### src/rtl/cts_pkg.sv
package cts_pkg;
    localparam int CNT_W = 32;
    localparam int PS_W  = 4;
    localparam int SEL_W = 2;

    localparam int EN_B       = 0;
    localparam int PRESET_LSB = 1;
    localparam int PS_LSB     = PRESET_LSB + PS_W;
    localparam int TAP_B      = PS_LSB + PS_W;
    localparam int SYNC_LSB   = TAP_B + 1;
    localparam int PCS_B      = SYNC_LSB + SEL_W;
    localparam int CYCEV_B    = 22;
    localparam int ABSENT_B   = 25;

    typedef struct packed {
        logic             cyc_evt_en;
        logic             pcs_en;
        logic [SEL_W-1:0] sync_sel;
        logic             tap_sel;
        logic [PS_W-1:0]  ps;
        logic [PS_W-1:0]  preset;
        logic             cnt_en;
    } ctrl_t;

    typedef struct packed {
        ctrl_t            ctrl;
        logic [CNT_W-1:0] cnt;
        logic             pcs_evt;
        logic             cyc_evt;
        logic             sync_pulse;
    } state_t;
endpackage

### src/rtl/cts_count_next.sv
module cts_count_next #(
    parameter int W = 32
) (
    input  logic [W-1:0] cnt_q,
    input  logic         en,
    input  logic         halted,
    input  logic         wr,
    input  logic [W-1:0] wr_data,
    output logic [W-1:0] cnt_d,
    output logic         inc
);
    always_comb begin
        inc = en & ~halted & ~wr;
        if (wr) begin
            cnt_d = wr_data;
        end else if (inc) begin
            cnt_d = cnt_q + W'(1);
        end else begin
            cnt_d = cnt_q;
        end
    end
endmodule

### src/rtl/cts_bit_flip.sv
module cts_bit_flip #(
    parameter int W  = 32,
    parameter int IW = $clog2(W)
) (
    input  logic [W-1:0]  cur,
    input  logic [W-1:0]  nxt,
    input  logic [IW-1:0] idx,
    output logic          flip
);
    assign flip = cur[idx] ^ nxt[idx];
endmodule

### src/rtl/cts_postscale.sv
module cts_postscale #(
    parameter int PW = 4
) (
    input  logic          hit,
    input  logic [PW-1:0] ps_q,
    input  logic [PW-1:0] preset,
    output logic [PW-1:0] ps_d,
    output logic          fire
);
    always_comb begin
        fire = hit && (ps_q == '0);
        if (!hit) begin
            ps_d = ps_q;
        end else if (ps_q == '0) begin
            ps_d = preset;
        end else begin
            ps_d = ps_q - PW'(1);
        end
    end
endmodule

### src/rtl/cycle_tap_sampler.sv
module cycle_tap_sampler
    import cts_pkg::*;
#(
    parameter bit NO_CYC    = 1'b0,
    parameter int TAP_LO    = 6,
    parameter int TAP_HI    = 10,
    parameter int SYNC_BASE = 24,
    parameter int SYNC_STEP = 2
) (
    input  logic             clk,
    input  logic             rst_n,
    input  logic             wr_en,
    input  logic             wr_sel,
    input  logic [CNT_W-1:0] wr_data,
    input  logic             core_halted,
    input  logic             sync_allow,
    input  logic [CNT_W-1:0] pc_in,
    output logic [CNT_W-1:0] ctrl_rdata,
    output logic [CNT_W-1:0] cnt_rdata,
    output logic [CNT_W-1:0] pc_sample_val,
    output logic             pc_sample_evt,
    output logic             cyc_evt,
    output logic             sync_pulse
);
    localparam int IW = $clog2(CNT_W);

    state_t st_q, st_d;

    logic             wr_ctrl, wr_cnt, en_wr;
    logic [CNT_W-1:0] cnt_nx;
    logic             inc, tap_flip, sync_flip, fire;
    logic [PS_W-1:0]  ps_nx;
    logic [IW-1:0]    tap_idx, sync_idx;
    int               sync_pos;

    assign wr_ctrl = wr_en & ~wr_sel;
    assign wr_cnt  = wr_en &  wr_sel;

    generate
        if (NO_CYC) begin : g_absent
            assign en_wr = 1'b0;
        end else begin : g_present
            assign en_wr = wr_data[EN_B];
        end
    endgenerate

    always_comb begin
        tap_idx  = st_q.ctrl.tap_sel ? IW'(TAP_HI) : IW'(TAP_LO);
        sync_pos = SYNC_BASE;
        if (st_q.ctrl.sync_sel != '0) begin
            sync_pos = SYNC_BASE + SYNC_STEP * (int'(st_q.ctrl.sync_sel) - 1);
        end
        sync_idx = sync_pos[IW-1:0];
    end

    cts_count_next #(.W(CNT_W)) u_count (
        .cnt_q   (st_q.cnt),
        .en      (st_q.ctrl.cnt_en),
        .halted  (core_halted),
        .wr      (wr_cnt),
        .wr_data (wr_data),
        .cnt_d   (cnt_nx),
        .inc     (inc)
    );

    cts_bit_flip #(.W(CNT_W), .IW(IW)) u_tap_flip (
        .cur  (st_q.cnt),
        .nxt  (cnt_nx),
        .idx  (tap_idx),
        .flip (tap_flip)
    );

    cts_bit_flip #(.W(CNT_W), .IW(IW)) u_sync_flip (
        .cur  (st_q.cnt),
        .nxt  (cnt_nx),
        .idx  (sync_idx),
        .flip (sync_flip)
    );

    cts_postscale #(.PW(PS_W)) u_post (
        .hit    (inc & tap_flip),
        .ps_q   (st_q.ctrl.ps),
        .preset (st_q.ctrl.preset),
        .ps_d   (ps_nx),
        .fire   (fire)
    );

    always_comb begin
        st_d         = st_q;
        st_d.cnt     = cnt_nx;
        st_d.ctrl.ps = ps_nx;
        if (wr_ctrl) begin
            st_d.ctrl.cnt_en     = en_wr;
            st_d.ctrl.preset     = wr_data[PRESET_LSB +: PS_W];
            st_d.ctrl.ps         = wr_data[PS_LSB +: PS_W];
            st_d.ctrl.tap_sel    = wr_data[TAP_B];
            st_d.ctrl.sync_sel   = wr_data[SYNC_LSB +: SEL_W];
            st_d.ctrl.pcs_en     = wr_data[PCS_B];
            st_d.ctrl.cyc_evt_en = wr_data[CYCEV_B];
        end
        st_d.pcs_evt    = fire & st_q.ctrl.pcs_en;
        st_d.cyc_evt    = fire & ~st_q.ctrl.pcs_en & st_q.ctrl.cyc_evt_en;
        st_d.sync_pulse = inc & (st_q.ctrl.sync_sel != '0) & sync_allow & sync_flip;
    end

    always_ff @(posedge clk) begin
        if (!rst_n) begin
            st_q <= '0;
        end else begin
            st_q <= st_d;
        end
    end

    always_comb begin
        ctrl_rdata                         = '0;
        ctrl_rdata[EN_B]                   = st_q.ctrl.cnt_en;
        ctrl_rdata[PRESET_LSB +: PS_W]     = st_q.ctrl.preset;
        ctrl_rdata[PS_LSB +: PS_W]         = st_q.ctrl.ps;
        ctrl_rdata[TAP_B]                  = st_q.ctrl.tap_sel;
        ctrl_rdata[SYNC_LSB +: SEL_W]      = st_q.ctrl.sync_sel;
        ctrl_rdata[PCS_B]                  = st_q.ctrl.pcs_en;
        ctrl_rdata[CYCEV_B]                = st_q.ctrl.cyc_evt_en;
        ctrl_rdata[ABSENT_B]               = NO_CYC;
    end

    assign cnt_rdata     = st_q.cnt;
    assign pc_sample_val = core_halted ? '1 : pc_in;
    assign pc_sample_evt = st_q.pcs_evt;
    assign cyc_evt       = st_q.cyc_evt;
    assign sync_pulse    = st_q.sync_pulse;
endmodule

### config.mk
export PLATFORM = sky130hd
export DESIGN_NAME = cycle_tap_sampler
export DESIGN_NICKNAME = d
export VERILOG_FILES = /design/src/rtl/cts_pkg.sv /design/src/rtl/cts_count_next.sv /design/src/rtl/cts_bit_flip.sv /design/src/rtl/cts_postscale.sv /design/src/rtl/cycle_tap_sampler.sv
export SDC_FILE = /design/constraint.sdc
export NUM_CORES = 1
export LEC_CHECK = 0
export CAP_MARGIN = 20
export CORE_AREA = 2 2 112 114
export DETAILED_ROUTE_END_ITERATION = 10
export DIE_AREA = 0 0 114 116
export GPL_TIMING_DRIVEN = 0
export HOLD_SLACK_MARGIN = 0.05
export PLACE_DENSITY = 0.52
export SYNTH_ARGS = -nofsm -noshare
export SYNTH_HDL_FRONTEND = slang
export SYNTH_SLANG_ARGS = --single-unit
### constraint.sdc
create_clock -name clk -period 2.6 [get_ports clk]
set_clock_uncertainty 0.05 [all_clocks]
set_input_delay 0.52 -clock clk [delete_from_list [all_inputs] [get_ports clk]]
set_output_delay 0.52 -clock clk [all_outputs]
set_load 0.02 [all_outputs]
==> impl_metrics.ini <==
[logic_synthesis]
synth_top_area_share_pct = 33.6
synth_ff_type = dfxtp_1
synth_top_area_cell = dfxtp_1
ys_ff_latch = 49
synthTopCellsByCount = dfxtp_1 (49), nor2_1 (40), nand2_1 (36)
syn_inst = 375
synth.most_common_cell = dfxtp_1
synthArstFlopShare_pct = 0
synth_area_per_cell_um2 = 7.79
synth_area_um2 = 2920
synth_area_leaders = dfxtp_1 (34%), or2_2 (7.3%), a211oi_1 (6.2%)
synth_cell_types = 42
seq_area_frac_synth_pct = 33.6
synth_edf_count = 0
ys_warn_count = 0

[job]
cap_violations = 0

[final_layout]
syn_to_final_growth_pct = 69.6
layoutNonFillerInstCount = 705
drive_gt1_share_pct = 16.3
nets = 629
fin_util_pct = 41.6
diodes = 0

[critical_path]
cpMaxStageDelayCell = or4_4
worstPathArrival_ns = 2.65
crit_chain = ha_4, nand4b_1, or3_4, nor4_4, mux2i_1, or4_4, a211oi_2
startpoint = cnt_rdata[1]$_SDFFE_PN0P_
r2r-start = cnt_rdata[1]$_SDFFE_PN0P_
required_ns = 2.76
crit_fanout = 3
r2r_slack_ns = 0.11
cp_slowest_stage_delay_ns = 0.52
reg2reg_depth = 7
end_kind = register
path_class = register to register
start_kind = register

[floorplan]
initial_utilization_pct = 24.5
core.rowCount = 40
fp.dieW_um = 114
coreArea_um2 = 11900
die_h_um = 116
ios = 169
dieArea_um2 = 13200

[timing]
worst_pin_slew_ns = 0.702
rsz0062_at_grt = true
relSlewSlack_pct = 52.8
layout_min_cycle_time_ns = 2.49
finalCritPeriodShare_pct = 95.9
setup_ws_ns = 0.107
maxClockFrequency_mhz = 401
setup_viol = 0
hold_ws_ns = 0.413
drv_slew = 0
hold_violations = 0

[clocking]
numCtsBuffers = 5
cts_num_sinks = 49
cts_tree = yes
clockBufferDepth = 2
clk_latency_ns = 0.29
clkTransAtPathRegs_ns = 0.07
postCtsHoldBufs = 0
cts_root_buf = clkbuf_16
cts_max_level = 2

[pwr]
power_density_nw_per_um2 = 433
leakage_uw = 0.00179
vdd_drop_max_v = 0.000253

[global_route]
globalRoute.totalOverflow = 0
grt_pass1_vias = 3123
grt_max_degree = 15
grt_pass1_wl_um = 16500
grtUsageTotal_pct = 15.8
antenna_found_initial = 0

[worst_hold_path]
holdPathStages = 2
min_path_type = register to register
min-delay-start = ctrl_rdata[12]$_SDFFE_PN0P_

[route]
dr.pass1.iters = 4
antenna_left = 0
viasPerCell = 4.59
drt_wl_total_um = 10700
wl_per_cell_um = 15.2
drt_iter0_markers = 146
vias = 3237
drc = 0

[placed_design]
port-buffer-count = 150
dpl_worst_slack_ns = -0.746
placedCellCount = 689
gp_congestion = 0.822
dpl.hpwl_um = 8460

[outcome]
outcome = finished, final reports clean
-- cell families (layout without fill, tap and decap cells) --
family / count (synthesis) / count (layout) / share of synthesized area, %
muxes: 4 / 4 / 1.37
DFF: 49 / 49 / 33.6
adders and majority gates: 2 / 2 / 0.856
other: 1 / 18 / 0.128
and+or+nand+nor: 169 / 169 / 30.7
AOI/OAI and AO/OA: 72 / 72 / 15.6
xor gates and xnor gates: 31 / 31 / 9.29
buffers and inverters: 47 / 213 / 8.52
-- cell usage in the layout, fill, tap and decap left out, types with 4 or more instances in the layout --
cell type,count
inv_1,7
and3_1,5
xnor2_1,16
clkdlybuf4s50_1,147
nand3_1,10
o21ai_0,17
buf_4,27
a21oi_1,23
clkbuf_1,19
conb_1,18
mux2i_1,4
or2_2,34
nor3_1,7
dfxtp_1,40
a211oi_1,24
clkbuf_16,5
nor4_1,4
nor2_1,40
nand2_1,36
nand4_1,8
xor2_1,15
dfxtp_2,6
-- metrics by stage --
step / total power [uW] / TNS (ns) / cell area [um2]
CTS: 2150 / -0.0960 / 4850
floorplan: 1150 / 0 / 2990
finish: 2150 / 0 / 4960
detailed placement: 1450 / -14.14 / 4670
global route: 2240 / -0.0399 / 4960
global placement: 1450 / -12.90 / 4670
-- where the power goes --
| group | internal [uW] | total [uW] | switching (uW) | leakage (uW) |
|---|---|---|---|---|
| combinational | 312 | 595 | 283 | 0.00130 |
| clock | 408 | 696 | 288 | 0.0000799 |
| sequential | 796 | 855 | 58.7 | 0.000407 |
| total | 1520 | 2150 | 630 | 0.00179 |
-- state kept, by name, indices dropped and copies added, names as in the netlist, named ones only --
signal	count
cnt_rdata	29
ctrl_rdata	14
cyc_evt	1
pc_sample_evt	1
sync_pulse	1
-- area by class of cell --
cell class | instances | area, um2
Multi-Input combinational cell | 296 | 1810
Clock inverter | 1 | 5.00
Sequential cell | 49 | 1000
Tap cell | 147 | 184
Buffer | 39 | 219
Timing Repair Buffer | 158 | 1560
Inverter | 8 | 30.0
Fill cell | 1217 | 6950
Clock buffer | 7 | 153
-- path summary, 6_finish.rpt --
path                                                  to
worst max-delay path               sync_pulse$_SDFF_PN0_
worst min-delay path            pc_sample_evt$_SDFF_PN0_
worst max register to register     sync_pulse$_SDFF_PN0_
worst min register to register  pc_sample_evt$_SDFF_PN0_
-- metal layers --
metal	routed length [um]	track usage [%]	up-vias
met3	794	3.92	8
met1	4640	19.8	1481
met5	0	0	-
met4	114	3.50	0
met2	5170	27.4	132
li1	-	-	1616
-- critical path, delay by kind of cell (launching register included) --
family	cells	cell delay, ns
AND/OR/NAND/NOR	4	1.52
flip-flops	1	0.37
AO/OA/AOI/OAI	1	0.18
adder cells (fa/ha/maj)	1	0.14
multiplexers	1	0.14
-- timing repair --
item                                    4_1_cts  5_1_grt
gates cloned                                  0        0
hold endpoints to repair                      0        0
endpoints found under the setup margin       44       26
pin swaps                                     0        5
setup buffers                                 1        7
resized for setup                             3       24
No activity file was read; power rests on OpenSTA's default activity.
